`config.mk`:
```
export PLATFORM = sky130hd
export DESIGN_NAME = alu8_core
export DESIGN_NICKNAME = d
export VERILOG_FILES = /design/src/rtl/alu8_pkg.sv /design/src/rtl/alu8_addsub.sv /design/src/rtl/alu8_divmod.sv /design/src/rtl/alu8_shcmp.sv /design/src/rtl/alu8_core.sv
export SDC_FILE = /design/constraint.sdc
export NUM_CORES = 1
export LEC_CHECK = 0
export BUFFER_PORTS_ARGS = -buffer_cell sky130_fd_sc_hd__buf_4
export CAP_MARGIN = 20
export CORE_MARGIN = 5
export CORE_UTILIZATION = 45
export CTS_CLUSTER_DIAMETER = 200
export DETAILED_ROUTE_END_ITERATION = 8
export GPL_TIMING_DRIVEN = 0
export PLACE_DENSITY = 0.65
export SLEW_MARGIN = 20
export SYNTH_ARGS = -nofsm -noshare
export SYNTH_HDL_FRONTEND = slang
export SYNTH_SLANG_ARGS = --single-unit
```
`constraint.sdc`:
```
create_clock -name clk -period 5.09 [get_ports clk]
set_input_delay 0.509 -clock clk [delete_from_list [all_inputs] [get_ports clk]]
set_output_delay 0.509 -clock clk [all_outputs]
set_load 0.02 [all_outputs]
```
`src/rtl/alu8_pkg.sv`:
```
package alu8_pkg;
  typedef enum logic [2:0] {
    OP_PASS = 3'd0,
    OP_ADD  = 3'd1,
    OP_SUB  = 3'd2,
    OP_DIV  = 3'd3,
    OP_REM  = 3'd4,
    OP_SHL  = 3'd5,
    OP_SHR  = 3'd6,
    OP_GT   = 3'd7
  } alu_op_e;
endpackage

```
`src/rtl/alu8_addsub.sv`:
```
module alu8_addsub #(
  parameter int unsigned OPW = 4,
  localparam int unsigned RW = OPW + 1
) (
  input  logic [OPW-1:0] a,
  input  logic [OPW-1:0] b,
  output logic [RW-1:0]  sum,
  output logic [RW-1:0]  diff
);
  // Both results are formed one bit wider than the operands; the
  // difference wraps modulo 2**RW when b exceeds a.
  assign sum  = {1'b0, a} + {1'b0, b};
  assign diff = {1'b0, a} - {1'b0, b};
endmodule

```
`src/rtl/alu8_divmod.sv`:
```
module alu8_divmod #(
  parameter int unsigned OPW = 4,
  localparam int unsigned RW = OPW + 1
) (
  input  logic [OPW-1:0] a,
  input  logic [OPW-1:0] b,
  output logic [RW-1:0]  quo,
  output logic [RW-1:0]  rem
);
  logic b_zero;
  assign b_zero = (b == '0);

  always_comb begin
    if (b_zero) begin
      quo = '1;
      rem = {1'b0, a};
    end else begin
      quo = {1'b0, a / b};
      rem = {1'b0, a % b};
    end
  end
endmodule

```
`src/rtl/alu8_shcmp.sv`:
```
module alu8_shcmp #(
  parameter int unsigned OPW = 4,
  localparam int unsigned RW = OPW + 1
) (
  input  logic [OPW-1:0] a,
  input  logic [OPW-1:0] b,
  output logic [RW-1:0]  shl,
  output logic [RW-1:0]  shr,
  output logic [RW-1:0]  gt
);
  assign shl = {a, 1'b0};
  assign shr = {2'b00, a[OPW-1:1]};
  assign gt  = {{(RW-1){1'b0}}, (a > b)};
endmodule

```
`src/rtl/alu8_core.sv`:
```
module alu8_core
  import alu8_pkg::*;
#(
  parameter int unsigned OPW     = 4,
  parameter bit          OUT_REG = 1'b1,
  localparam int unsigned RW     = OPW + 1
) (
  input  logic           clk,
  input  logic           rst,
  input  logic [OPW-1:0] a_i,
  input  logic [OPW-1:0] b_i,
  input  logic [2:0]     op_i,
  output logic [RW-1:0]  res_o
);
  logic [RW-1:0] sum_w, diff_w, quo_w, rem_w, shl_w, shr_w, gt_w;
  logic [RW-1:0] nxt_res;
  alu_op_e       op_sel;

  assign op_sel = alu_op_e'(op_i);

  alu8_addsub #(.OPW(OPW)) u_addsub (
    .a(a_i), .b(b_i), .sum(sum_w), .diff(diff_w)
  );

  alu8_divmod #(.OPW(OPW)) u_divmod (
    .a(a_i), .b(b_i), .quo(quo_w), .rem(rem_w)
  );

  alu8_shcmp #(.OPW(OPW)) u_shcmp (
    .a(a_i), .b(b_i), .shl(shl_w), .shr(shr_w), .gt(gt_w)
  );

  always_comb begin
    unique case (op_sel)
      OP_PASS: nxt_res = {1'b0, a_i};
      OP_ADD:  nxt_res = sum_w;
      OP_SUB:  nxt_res = diff_w;
      OP_DIV:  nxt_res = quo_w;
      OP_REM:  nxt_res = rem_w;
      OP_SHL:  nxt_res = shl_w;
      OP_SHR:  nxt_res = shr_w;
      OP_GT:   nxt_res = gt_w;
      default: nxt_res = '0;
    endcase
  end

  generate
    if (OUT_REG) begin : g_reg
      logic [RW-1:0] res_q;
      always_ff @(posedge clk) begin
        if (rst) res_q <= '0;
        else     res_q <= nxt_res;
      end
      assign res_o = res_q;
    end else begin : g_comb
      assign res_o = nxt_res;
    end
  endgenerate
endmodule

```
==> impl_metrics.env <==
export IMPL_chip_width_um=62.5
export IMPL_vias_per_cell=5.92
export IMPL_drt_wirelength_per_cell_um=15.7
export IMPL_grt_antenna_before_repair=0
export IMPL_dp_hpwl_um=2800
export IMPL_totalNegativeSetupSlack_ps=0
export IMPL_ctsHtreeMaxLevel=1
export IMPL_antenna_violating_nets_post_route=0
export IMPL_delay_of_the_slowest_critical_path_stage_ps=500
export IMPL_synthArstFlopShare=0
export IMPL_largest_register_ffs=5
export IMPL_flow_area_growth_from_synthesis_pct=14.9
export IMPL_placed_cells=214
export IMPL_path_clk_slew_ps=40
export IMPL_power_ir_vdd_worst_v=0.000133
export IMPL_critical_path_arrival_ps=4810
export IMPL_cts_sink_count=5
export IMPL_hold_path_class="in2reg"
export IMPL_core_rowCount=19
export IMPL_finalPower_mw=0.252
export IMPL_totalWireLength_um=3430
export IMPL_post_synth_num_cell_types=49
export IMPL_p_leak_nw=0.611
export IMPL_globalRouteTotalUtil=0.181
export IMPL_remaining_drc_errors=0
export IMPL_grt_overflow_total=0
export IMPL_dieHeight_um=62.5
export IMPL_number_of_max_slew_violations_in_the_final_report=0
export IMPL_rsz_0062_raised_after_global_routing="no"
export IMPL_drt_pass1_iterations=4
export IMPL_tritoncts_clock_tree="done"
export IMPL_dieArea_um2=3900
export IMPL_final_clock_period_utilization_by_the_worst_path=0.921
export IMPL_postCtsSetupRepairBufs=0
export IMPL_synth_edff_count=0
export IMPL_fmaxAchievable_mhz=213
export IMPL_clock_path_buffers=2
export IMPL_synth_ff_type="dfxtp_1"
export IMPL_syn_inst=167
export IMPL_io_pins=18
export IMPL_power_density_nw_per_um2=177
export IMPL_tightestPinTransition_ps=399
export IMPL_initial_utilization=0.461
export IMPL_min_path_cells=2
export IMPL_finalHoldViolCount=0
export IMPL_number_of_global_route_vias_before_repair=1296
export IMPL_ys_seq_elements=5
export IMPL_synthesis_area_per_instance_um2=7.42
export IMPL_drt_iter0_markers=54
export IMPL_timing_max_cap_violations=0
export IMPL_startpoint_type="primary input"
export IMPL_worst_hold_startpoint="rst"
export IMPL_setup_worst_path_class="in2reg"
export IMPL_fin_cells=218
export IMPL_postCtsHoldBufs=0
export IMPL_crit_required_ps=5210
export IMPL_layout_min_cycle_time_ps=4690
export IMPL_outcome="completed"
export IMPL_hold_ws_ps=491
export IMPL_worst_slew_margin_rel=0.732
export IMPL_antenna_diode_count=0
export IMPL_grt_pass1_wl_um=5870
export IMPL_port_buffers=16
export IMPL_final_nets=222
export IMPL_cts_repair_resize_count=0
export IMPL_cts_buffers_inserted=3
export IMPL_post_route_util=0.530
export IMPL_timing_critical_path_to_type="register"
export IMPL_core_area_um2=2690
export IMPL_critical_path_peak_fanout=9
export IMPL_critical_path_cell_chain="buf_4, buf_6, nor3_2, a21oi_1, a21oi_2, ha_1, or4b_1, nand2_1, a2bb2oi_2, ha_1, o21ai_2, a21oi_2, mux2i_1, inv_1, fa_1, a21boi_0, o21a_1, nor2_2, mux2i_1, a221oi_2, nor3_2"
export IMPL_post_synthesis_net_count=201
export IMPL_finalSetupViolCount=0
export IMPL_grt_start_max_net_pins=11
export IMPL_yosysSeqAreaShare=0.0808
export IMPL_cts_root_buffer_cell="clkbuf_4"
export IMPL_place_gp_congestion=0.868
export IMPL_holdPathEnd="res_o[0]"
export IMPL_synth_warning_count=0
export IMPL_num_vias=1291
export IMPL_cpMaxStageDelayCell="or4b_1"
export IMPL_synthesis_area_um2=1240
export IMPL_post_route_cells_drive_above_1_share=0.187
-- per-stage QoR --
| step | setup slack [ps] | instance area [µm²] |
|---|---|---|
| global placement | 321 | 1400 |
| finish | 400 | 1420 |
| CTS | 413 | 1420 |
| floorplan | 794 | 1240 |
| global route | 138 | 1420 |
| detailed placement | 166 | 1400 |
-- how the worst max path moves through the flow --
stage | slack (ps) | endpoint | startpoint
finish | 400 | res_o[0] | b_i[3]
global route | 140 | res_o[0] | b_i[3]
CTS | 410 | res_o[0] | b_i[3]
detailed placement | 170 | res_o[0] | b_i[3]
global placement | 320 | res_o[0] | b_i[3]
floorplan | 790 | res_o[0] | b_i[3]
-- power by group --
part / leakage (nW) / switching [mW] / internal (mW)
Sequential: 0.0414 / 0.000942 / 0.0434
Clock: 0.0150 / 0.0154 / 0.0296
Combinational: 0.554 / 0.0946 / 0.0685
-- area by class of cell --
type                    instances  area, µm²
clock buffers                   4       26.3
well taps                      31       38.8
plain buffers                   7       38.8
flip-flops and latches          5        100
fillers                       285       1260
multi-input cells             142       1050
inverters                      13       48.8
repair buffers                 16        120
-- critical path, delay by kind of cell --
kind            cells  cell delay [ps]
compound gates      8             1360
simple gates        5             1050
fa+ha+maj           3             1030
mux                 2              490
buf+inv             3              360
-- cell usage after synthesis (2+ instances only) --
cell type,number,area share
inv_1,13,0.039
nand2_1,12,0.036
buf_2,4,0.016
nor3_2,2,0.016
a21oi_2,2,0.014
clkbuf_1,2,0.0061
xnor2_1,5,0.035
a31oi_1,2,0.010
o221ai_1,2,0.014
dfxtp_1,5,0.081
nand3_1,2,0.0081
nor3_1,3,0.012
nor2b_1,2,0.010
nor4_1,2,0.010
o21a_1,5,0.030
o31ai_1,3,0.018
o21ai_1,2,0.0081
nor2_1,19,0.058
nand2b_1,4,0.020
fa_1,3,0.048
mux2i_1,2,0.016
a21oi_1,16,0.065
ha_1,18,0.18
o21ai_0,12,0.048
-- cells by family (layout without fill, tap and decap cells) --
logic type / count (synthesis) / after routing / share of synthesized area
AOI/OAI and AO/OA: 58 / 58 / 0.321
and+or+nand+nor: 54 / 54 / 0.228
adders and majority gates: 22 / 22 / 0.238
buffers and inverters: 20 / 40 / 0.0707
xor gates and xnor gates: 5 / 5 / 0.0354
DFF: 5 / 5 / 0.0808
muxes: 3 / 3 / 0.0253
-- routing by layer --
layer / GRT usage / vias to the layer above / share of wire
met3: 0.0234 / 8 / 0.048
li1: - / 649 / -
met2: 0.315 / 43 / 0.48
met4: 0.0610 / 0 / 0.018
met5: 0 / - / 0
met1: 0.227 / 591 / 0.45
-- cell usage in the layout (no fill, tap or decap), types with 3 or more instances in the layout --
cell type  Yosys  final
clkbuf_4       0      3
nor3_1         3      3
nand2_1       12     12
o31ai_1        3      3
a21oi_1       16     16
inv_1         13     13
buf_2          4      4
o21ai_0       12     12
xnor2_1        5      5
ha_1          18     18
buf_4          0     16
dfxtp_1        5      5
o21a_1         5      5
nor2_1        19     19
nand2b_1       4      4
clkbuf_1       2      3
fa_1           3      3
Power figures use the tool's default switching activity.
